**config.mk**
```make
export PLATFORM = sky130hd
export DESIGN_NAME = irq_ctrl
export DESIGN_NICKNAME = d
export VERILOG_FILES = /design/src/rtl/irq_ctrl_pkg.sv /design/src/rtl/irq_src.sv /design/src/rtl/irq_arb.sv /design/src/rtl/irq_ctrl.sv
export SDC_FILE = /design/constraint.sdc
export NUM_CORES = 1
export LEC_CHECK = 0
export ABC_AREA = 1
export BUFFER_PORTS_ARGS = -buffer_cell sky130_fd_sc_hd__buf_2
export CAP_MARGIN = 20
export CORE_ASPECT_RATIO = 2
export CORE_MARGIN = 5
export CORE_UTILIZATION = 50
export CTS_CLUSTER_SIZE = 14
export DETAILED_ROUTE_END_ITERATION = 8
export GPL_TIMING_DRIVEN = 0
export PLACE_DENSITY = 0.7
export SLEW_MARGIN = 30
export SYNTH_ARGS = -nofsm -noshare
export SYNTH_HDL_FRONTEND = slang
export SYNTH_SLANG_ARGS = --single-unit
```
**constraint.sdc**
```tcl
create_clock -name clk_i -period 107.7 [get_ports clk_i]
set_input_delay 21.54 -clock clk_i [delete_from_list [all_inputs] [get_ports clk_i]]
set_output_delay 21.54 -clock clk_i [all_outputs]
set_load 0.02 [all_outputs]
```
**src/rtl/irq_ctrl_pkg.sv**
```systemverilog
package irq_ctrl_pkg;
  localparam int DATA_W   = 8;
  localparam int LVL_W    = 3;
  localparam int FLAG_BIT = 3;
  localparam int POL_BIT  = 4;
endpackage

```
**src/rtl/irq_src.sv**
```systemverilog
module irq_src
  import irq_ctrl_pkg::*;
#(
  parameter bit HAS_POL = 1'b1
) (
  input  logic              clk_i,
  input  logic              rst_ni,
  input  logic              we_i,
  input  logic [LVL_W-1:0]  wlvl_i,
  input  logic              wflag_i,
  input  logic              wpol_i,
  input  logic              req_i,
  input  logic              ack_i,
  output logic [DATA_W-1:0] cfg_o,
  output logic [LVL_W-1:0]  lvl_o,
  output logic              pend_o
);
  logic [LVL_W-1:0] lvl_q;
  logic             flag_q;
  logic             set_ev;
  logic             pol_bit;

  if (HAS_POL) begin : g_pin
    logic s1_q, s2_q, prev_q, pol_q;
    always_ff @(posedge clk_i or negedge rst_ni) begin
      if (!rst_ni) begin
        s1_q   <= 1'b0;
        s2_q   <= 1'b0;
        prev_q <= 1'b0;
        pol_q  <= 1'b0;
      end else begin
        s1_q   <= req_i;
        s2_q   <= s1_q;
        prev_q <= s2_q;
        if (we_i) pol_q <= wpol_i;
      end
    end
    // rising when pol=1, falling when pol=0
    assign set_ev  = pol_q ? (s2_q & ~prev_q) : (~s2_q & prev_q);
    assign pol_bit = pol_q;
  end else begin : g_int
    logic unused_pol;
    assign unused_pol = wpol_i;
    assign set_ev     = req_i;
    assign pol_bit    = 1'b0;
  end

  always_ff @(posedge clk_i or negedge rst_ni) begin
    if (!rst_ni) begin
      lvl_q  <= '0;
      flag_q <= 1'b0;
    end else begin
      if (we_i) lvl_q <= wlvl_i;
      // a new request beats any clear in the same cycle
      flag_q <= set_ev | (flag_q & ~(we_i & ~wflag_i) & ~ack_i);
    end
  end

  assign cfg_o  = {{(DATA_W-POL_BIT-1){1'b0}}, pol_bit, flag_q, lvl_q};
  assign lvl_o  = lvl_q;
  assign pend_o = flag_q;

  p_req_wins_r7: assert property (@(posedge clk_i) disable iff (!rst_ni)
    set_ev |=> flag_q);
  p_sw_no_set_r3: assert property (@(posedge clk_i) disable iff (!rst_ni)
    (we_i && !flag_q && !set_ev) |=> !flag_q);
  p_ack_clears_r10: assert property (@(posedge clk_i) disable iff (!rst_ni)
    (ack_i && !set_ev) |=> !flag_q);
  p_flag_hold_r3: assert property (@(posedge clk_i) disable iff (!rst_ni)
    (!we_i && !ack_i && !set_ev) |=> $stable(flag_q));
endmodule

```
**src/rtl/irq_arb.sv**
```systemverilog
module irq_arb #(
  parameter int N     = 24,
  parameter int LVL_W = 3,
  localparam int IDX_W = $clog2(N)
) (
  input  logic [N-1:0]            pend_i,
  input  logic [N-1:0][LVL_W-1:0] lvl_i,
  input  logic [LVL_W-1:0]        ipl_i,
  input  logic                    ien_i,
  output logic                    irq_o,
  output logic [IDX_W-1:0]        vec_o,
  output logic [LVL_W-1:0]        lvl_o
);
  logic             found;
  logic [LVL_W-1:0] best_lvl;
  logic [IDX_W-1:0] best_idx;

  // ascending scan, strict compare: lowest index keeps a tie
  always_comb begin
    found    = 1'b0;
    best_lvl = '0;
    best_idx = '0;
    for (int i = 0; i < N; i++) begin
      if (pend_i[i] && (lvl_i[i] > ipl_i) && (!found || (lvl_i[i] > best_lvl))) begin
        found    = 1'b1;
        best_lvl = lvl_i[i];
        best_idx = IDX_W'(i);
      end
    end
  end

  assign irq_o = ien_i & found;
  assign vec_o = best_idx;
  assign lvl_o = best_lvl;
endmodule

```
**src/rtl/irq_ctrl.sv**
```systemverilog
module irq_ctrl
  import irq_ctrl_pkg::*;
#(
  parameter int N_PIN  = 8,
  parameter int N_INT  = 16,
  parameter int ADDR_W = 5,
  localparam int N_SRC = N_PIN + N_INT,
  localparam int IDX_W = $clog2(N_SRC)
) (
  input  logic              clk_i,
  input  logic              rst_ni,
  input  logic [ADDR_W-1:0] addr_i,
  input  logic              wr_i,
  input  logic [DATA_W-1:0] wdata_i,
  output logic [DATA_W-1:0] rdata_o,
  input  logic [N_PIN-1:0]  pin_irq_i,
  input  logic [N_INT-1:0]  int_irq_i,
  input  logic              ien_i,
  input  logic [LVL_W-1:0]  ipl_i,
  input  logic              ack_i,
  output logic              irq_o,
  output logic [IDX_W-1:0]  vec_o,
  output logic [LVL_W-1:0]  lvl_o
);
  logic [N_SRC-1:0][DATA_W-1:0] cfg;
  logic [N_SRC-1:0][LVL_W-1:0]  lvl;
  logic [N_SRC-1:0]             pend;
  logic [N_SRC-1:0]             hit;
  logic [N_SRC-1:0]             ack_src;
  logic [N_SRC-1:0]             req;
  logic [DATA_W-POL_BIT-2:0]    unused_wdata;

  assign unused_wdata = wdata_i[DATA_W-1:POL_BIT+1];
  assign req = {int_irq_i, pin_irq_i};

  for (genvar i = 0; i < N_SRC; i++) begin : g_src
    assign hit[i]     = wr_i && (addr_i == ADDR_W'(i));
    assign ack_src[i] = ack_i && irq_o && (vec_o == IDX_W'(i));
    irq_src #(.HAS_POL(i < N_PIN)) u_src (
      .clk_i  (clk_i),
      .rst_ni (rst_ni),
      .we_i   (hit[i]),
      .wlvl_i (wdata_i[LVL_W-1:0]),
      .wflag_i(wdata_i[FLAG_BIT]),
      .wpol_i (wdata_i[POL_BIT]),
      .req_i  (req[i]),
      .ack_i  (ack_src[i]),
      .cfg_o  (cfg[i]),
      .lvl_o  (lvl[i]),
      .pend_o (pend[i])
    );
  end

  always_comb begin
    rdata_o = '0;
    for (int i = 0; i < N_SRC; i++)
      if (addr_i == ADDR_W'(i)) rdata_o = cfg[i];
  end

  irq_arb #(.N(N_SRC), .LVL_W(LVL_W)) u_arb (
    .pend_i(pend),
    .lvl_i (lvl),
    .ipl_i (ipl_i),
    .ien_i (ien_i),
    .irq_o (irq_o),
    .vec_o (vec_o),
    .lvl_o (lvl_o)
  );

  p_gate_r8: assert property (@(posedge clk_i) disable iff (!rst_ni)
    irq_o |-> (ien_i && (lvl_o > ipl_i)));
  p_grant_pending_r10: assert property (@(posedge clk_i) disable iff (!rst_ni)
    irq_o |-> (pend[vec_o] && (lvl[vec_o] == lvl_o)));
  p_one_ack_r10: assert property (@(posedge clk_i) disable iff (!rst_ni)
    $onehot0(ack_src));
endmodule

```
==> results of run 1 <==
layout make-up:
| type | count | share of cell area [%] |
|---|---|---|
| buffer | 15 | 0.685 |
| clock buffer | 17 | 3.64 |
| clock inverter | 13 | 1.21 |
| inverter | 188 | 6.04 |
| multi-input combinational | 1139 | 55.5 |
| sequential | 128 | 27.4 |
| tap | 269 | 2.88 |
| timing repair buffer | 55 | 2.63 |
layer usage:
metal	up-vias	global-route usage [%]	wire [um]
li1	5031	-	-
met1	4741	26.6	11300
met2	303	51.9	17700
met3	138	3.90	1240
met4	0	19.2	2680
met5	-	0	0
final timing paths:
kind | endpoint | depth (start not counted) | start | slack [ns]
min in group asynchronous | g_src[19].u_src.lvl_o[2]$_DFFE_PN0P_ | 1 | rst_ni | 21.00
min reg2reg | g_src[5].u_src.g_pin.s2_q$_DFF_PN0_ | 0 | g_src[5].u_src.g_pin.s1_q$_DFF_PN0_ | 0.35
max | vec_o[3] | 212 | ipl_i[1] | 35.30
max in group asynchronous | g_src[6].u_src.lvl_o[1]$_DFFE_PN0P_ | 2 | rst_ni | 85.94
min | g_src[5].u_src.g_pin.s2_q$_DFF_PN0_ | 0 | g_src[5].u_src.g_pin.s1_q$_DFF_PN0_ | 0.35
max reg2reg | g_src[0].u_src.pend_o$_DFF_PN0_ | 213 | g_src[0].u_src.lvl_o[2]$_DFFE_PN0P_ | 78.20
registers in the layout, indices dropped and copies added (netlist names):
name	cells
g_src.u_src.lvl_o	72
g_src.u_src.pend_o	24
g_src.u_src.g_pin.pol_q	8
g_src.u_src.g_pin.prev_q	8
g_src.u_src.g_pin.s1_q	8
g_src.u_src.g_pin.s2_q	8
cell usage after synthesis (5+ instances only):
master,count
dfrtp_1,128
inv_1,179
nand2_2,36
nand3_1,80
nor3_1,6
nand3_2,19
inv_2,9
o21ai_0,195
o21ai_1,5
a21oi_1,55
a221oi_1,5
o22ai_1,5
clkbuf_1,7
o211ai_1,10
a211oi_1,9
nand2_4,15
nand4_1,17
nor2_1,113
nand2_1,393
o21bai_1,7
ha_1,127
kinds of logic (layout without fill, tap and decap cells):
| kind of cell | Yosys count | after routing |
|---|---|---|
| DFF | 128 | 128 |
| buffers and inverters | 203 | 288 |
| other | 1 | 3 |
| and+or+nand+nor | 698 | 698 |
| AOI/OAI and AO/OA | 311 | 311 |
| adders and majority gates | 127 | 127 |
worst max-delay path: cells and delay by family:
| family | cells | cell delay [ns] |
|---|---|---|
| AND/OR/NAND/NOR | 107 | 9.55 |
| adder cells (fa/ha/maj) | 24 | 7.42 |
| AO/OA/AOI/OAI | 53 | 9.36 |
| buffers and inverters | 28 | 3.02 |
stage by stage:
| stage | hold slack, ns | cells |
|---|---|---|
| after floorplan | 0.331 | 1470 |
| after global placement | 0.332 | 1793 |
| after detailed placement | 0.335 | 1794 |
| after CTS | 0.348 | 1824 |
| after global routing | 0.366 | 1824 |
| final | 0.347 | 1824 |
cells in the final DEF, fill, tap and decap left out, types with 3 or more instances in the layout:
cell type / count
clkbuf_16: 17
o21a_1: 3
nand2_1: 393
clkbuf_1: 7
nand3_2: 19
o21ai_0: 195
and2_1: 3
o21ai_2: 3
inv_1: 177
o22ai_1: 5
dfrtp_1: 128
nand2_2: 36
inv_2: 11
a21oi_2: 3
clkinv_2: 3
ha_1: 127
conb_1: 3
clkinvlp_4: 3
nand4_1: 17
o21bai_1: 7
nand3_1: 80
nand2_4: 15
nor3_1: 6
a211oi_1: 9
nand3b_1: 3
clkinv_4: 3
o21ai_1: 5
nor2_1: 113
buf_2: 54
buf_4: 3
a311oi_1: 3
o211ai_1: 10
a21oi_1: 55
a221oi_1: 5
and3_1: 3
buf_1: 3
==> impl_metrics.tcl, run 1 <==
set metrics [dict create \
    slew_headroom_pct 41.6 \
    synth-simple-area-share_pct 30.3 \
    cts_num_sinks 128 \
    setup_violations 0 \
    synth_seq_area_share_pct 30.6 \
    cts_hold_buf 0 \
    dieWidth_um 112 \
    syn_area_mm2 0.0105 \
    period_share_pct 67.2 \
    synth_cells 1468 \
    worst_setup_path_start_kind "input port" \
    grt_pass1_wl_mm 51.8 \
    ios 62 \
    synth_edf_count 0 \
    core_area_mm2 0.0208 \
    finalClockSkew_ns 0.00832 \
    hold_viol 0 \
    hp-class "reg2reg" \
    dp_slack_ns 35.36 \
    path_clk_slew_ns 0.06 \
    cts-resized-gates 0 \
    utilization_pct 56.1 \
    root_buffer "clkbuf_16" \
    crit_path_frequent_cell "o21ai_0" \
    crit_arrival_ns 50.86 \
    critical_path_required_ns 86.16 \
    synth_top_family_by_area "simple AND/OR/NAND/NOR gates" \
    row_count 75 \
    via_count 10213 \
    syn_avg_cell_area_um2 7.13 \
    post_synth_xor_area_fraction_pct 0 \
    start_util_pct 50.3 \
    seqCellArea_mm2 0.00320 \
    wl_mm 32.9 \
    synth-main-ff-cell "dfrtp_1" \
    stdcell_area_mm2 0.0117 \
    numCtsBuffers 17 \
    antenna_found_initial 0 \
    synth_fa_ha_area_share_pct 15.2 \
    nFillCells 2071 \
    die-area_mm2 0.0241 \
    crit_type "in2out" \
    critPathMaxFanout 24 \
    cts_tree "built" \
    ctsLongestPathBuffers 2 \
    maxCapViolCount 0 \
    gp_congestion 0.964 \
    post_cts_buffers 0 \
    synthMuxAreaShare_pct 0 \
    tns_ns 0 \
    worst_pin_slew_ns 0.876 \
    htreeDepth 4 \
    drtIter0Drc 643 \
    io_buffer_count 54 \
    crit_slowest_cell "inv_2" \
    multi_input_area_mm2 0.00649 \
    ys_ff_latch 128 \
    avgViaCountPerCell 5.60 \
    max_stage_delay_ns 0.58 \
    finalCriticalPeriod_ns 72.40 \
    hpwlAfterDp_mm 26.1 \
    yosys.area.top_type "dfrtp_1" \
    ys_types 46 \
    outcome "finished clean" \
    antenna_cells 0 \
    fin_nets 1716 \
    ant_nets 0 \
    synth_compound_area_share_pct 16.3 \
    clkLatencyLatePin_ns 0.42 \
    wl_per_cell_um 18.0 \
    end_kind "output port" \
    first_global_vias 10215 \
    drive_above_1_share_pct 12.0 \
    grt_overflow_total 0 \
    areaGrowthSynthToFinish_pct 11.6 \
    yosys-top-cells-area "dfrtp_1, ha_1, nand2_1" \
    grt_max_degree 83 \
    async_flop_share_pct 100 \
    fin_ws_ns 35.30 \
    place_area_mm2 0.0111 \
    synth_warnings 0 \
    slew_violations 0 \
    dieHeight_um 215 \
    synth_top_area_share_pct 30.6 \
    dr.pass1.iters 5 \
    remaining_drc_errors 0 \
    rsz0062_at_grt "false" \
    clock.fmax_mhz 13.8 \
    grt_usage_pct 27.5 \
]
Power of run 1 is left out: the tool's default activity adds up to more than one toggle a clock period on the data nets, which glitch-free logic cannot reach.
==> inputs of run 2 (changes only) <==
Settings changed: ABC_AREA 1 to 0, PLACE_DENSITY 0.7 to 0.72.
Clock period 107.7 ns to 59 ns, I/O delays scaled along.
==> run 2 against run 1 <==
Clock skew up 0.0025 ns. Global-route usage increased by 4.5 points. Sequential cell count did not move. First-iteration DRC count up 30%. Worst setup slack lost 34 ns. Final area increased by 12%. Die area grew 5.4%. Routed wire length increased by 23%. Critical path depth down 17. Sequential share of layout area shrank 3.0 points. Cell count decreased by 9.3%. Via count up 6.1%.
==> impl_metrics.tcl, run 2 <==
set metrics [dict create \
    outcome "finished clean" \
    grt_max_degree 90 \
    multi_input_area_mm2 0.00784 \
    hp-class "reg2reg" \
    areaGrowthSynthToFinish_pct 18.7 \
    cts_tree "built" \
    period_share_pct 97.4 \
    numPlacedInstances 1584 \
    dr.pass1.iters 8 \
    final_cell_mix "dfrtp_1, ha_1, nand2_1, inv_1, mux2_2" \
    grt_usage_pct 32.0 \
    crit_slowest_cell "or3_1" \
    worst_setup_path_start_kind "input port" \
    antenna_found_initial 0 \
    finalNonFillerCells 1655 \
    synth-main-ff-cell "dfrtp_1" \
    crit_type "in2out" \
    yosys-top-cells-area "dfrtp_1, ha_1, mux2_2" \
    highest_layer "met4" \
    wl_mm 40.6 \
    critical_path_required_ns 47.20 \
    synth_cells 1250 \
    end_kind "output port" \
    utilization_pct 59.8 \
    gp_congestion 0.993 \
    dr_wl_met2_mm 21.2 \
    setup_violations 0 \
    htreeDepth 4 \
    hold_viol 0 \
    r2r_setup_slack_ns 23.85 \
    numCtsBuffers 17 \
    hp-start "g_src[0].u_src.g_pin.s1_q$_DFF_PN0_" \
    fin_nets 1538 \
    seqCellArea_mm2 0.00320 \
    clkLatencyLatePin_ns 0.43 \
    drive_above_1_share_pct 25.2 \
    rr_startpoint "g_src[0].u_src.lvl_o[1]$_DFFE_PN0P_" \
    ant_nets 0 \
    ys_ff_latch 128 \
    synth_top_area_share_pct 28.9 \
    ctsLongestPathBuffers 2 \
    grt_overflow_total 0 \
    wl_per_cell_um 24.5 \
    die-area_mm2 0.0254 \
    drtIter0Drc 839 \
    min_path_cells 0 \
    row_count 77 \
    synth_seq_area_share_pct 28.9 \
    finalCriticalPeriod_ns 57.46 \
    path_delay_family "compound AO/OA/AOI/OAI gates" \
    yosys.area.top_type "dfrtp_1" \
    crit_arrival_ns 45.66 \
    critPathMaxFanout 24 \
    min_to "g_src[0].u_src.g_pin.s2_q$_DFF_PN0_" \
    finalClockSkew_ns 0.0108 \
    ys_top_cells_by_count "dfrtp_1, ha_1, nand2_1, a21oi_1, inv_1" \
    ios 62 \
    start_util_pct 50.4 \
    hpwlAfterDp_mm 31.0 \
    max_stage_delay_ns 0.39 \
    via_count 10838 \
    syn_avg_cell_area_um2 8.86 \
    final_common_cell "dfrtp_1" \
    async_flop_share_pct 100 \
    ys_types 96 \
    core_area_mm2 0.0220 \
    antenna_cells 0 \
    r2r-end "g_src[10].u_src.pend_o$_DFF_PN0_" \
    tns_ns 0 \
    worst_pin_slew_ns 0.999 \
    root_buffer "clkbuf_16" \
    first_global_vias 11123 \
    r2r_cells 197 \
    remaining_drc_errors 0 \
    cts_num_sinks 128 \
    synth_most_common_cell "dfrtp_1" \
    drt-met1-wl_mm 13.2 \
    wl_met3_mm 2.01 \
    holdWs_ns 0.347 \
    dieWidth_um 115 \
    maxCapViolCount 0 \
    grt_pass1_wl_mm 61.2 \
    crit_path_frequent_cell "ha_1" \
    nFillCells 1937 \
    syn_area_mm2 0.0111 \
    largest_reg_flops 72 \
    cp_num_buf_inv 19 \
    synth_edf_count 0 \
    io_buffer_count 55 \
    avgViaCountPerCell 6.55 \
    dieHeight_um 220 \
    slew_headroom_pct 32.8 \
    clock.fmax_mhz 17.4 \
    synth_warnings 0 \
    slew_violations 0 \
    path_clk_slew_ns 0.06 \
]
[run 2: layer usage]
layer,up-vias,global-route usage [%]
met3,215,4.93
li1,4906,-
met1,5201,30.6
met4,0,25.3
met5,-,0
met2,516,59.0
[run 2: worst max-delay path by stage]
stage / from / endpoint / slack, ns / cells after the start
after CTS: ipl_i[1] / vec_o[3] / 0.01 / 198
after floorplan: ipl_i[1] / vec_o[3] / 3.33 / 194
after global routing: ipl_i[2] / lvl_o[1] / -0.39 / 199
final: ipl_i[2] / vec_o[1] / 1.54 / 195
after detailed placement: ipl_i[1] / lvl_o[0] / -2.87 / 188
after global placement: ipl_i[2] / lvl_o[1] / -2.91 / 188
[run 2: layout make-up]
cell class                      count  area share [%]
Clock buffer                       17            3.24
Timing Repair Buffer               98            4.86
Sequential cell                   128            24.4
Inverter                           85            2.62
Buffer                             30            1.35
Multi-Input combinational cell   1005            59.7
Tap cell                          276            2.63
Clock inverter                     15            1.22
Timing Repair inverter              1          0.0666
[run 2: timing repair]
item,4_1_cts,5_1_grt
gates cloned,0,1
pin swaps,8,34
hold endpoints to repair,0,0
hold buffers,0,0
buffers inserted,15,27
resized for setup,50,82
setup endpoints to repair,8,8
[run 2: logic make-up after synthesis]
family,Yosys count,synth area share (%)
multiplexers,97,9.68
buffers and inverters,119,4.44
flip-flops,128,28.9
adder cells (fa/ha/maj),127,14.3
other,1,0.0339
AO/OA/AOI/OAI,375,23.6
AND/OR/NAND/NOR,403,19.0
[run 2: metrics by stage]
step,area (um^2),setup slack [ns]
finish,13100,1.54
global route,13100,-0.395
CTS,12600,0.0110
detailed placement,11700,-2.87
global placement,11700,-2.91
floorplan,11100,3.33
Power of run 2 is left out for the same reason.
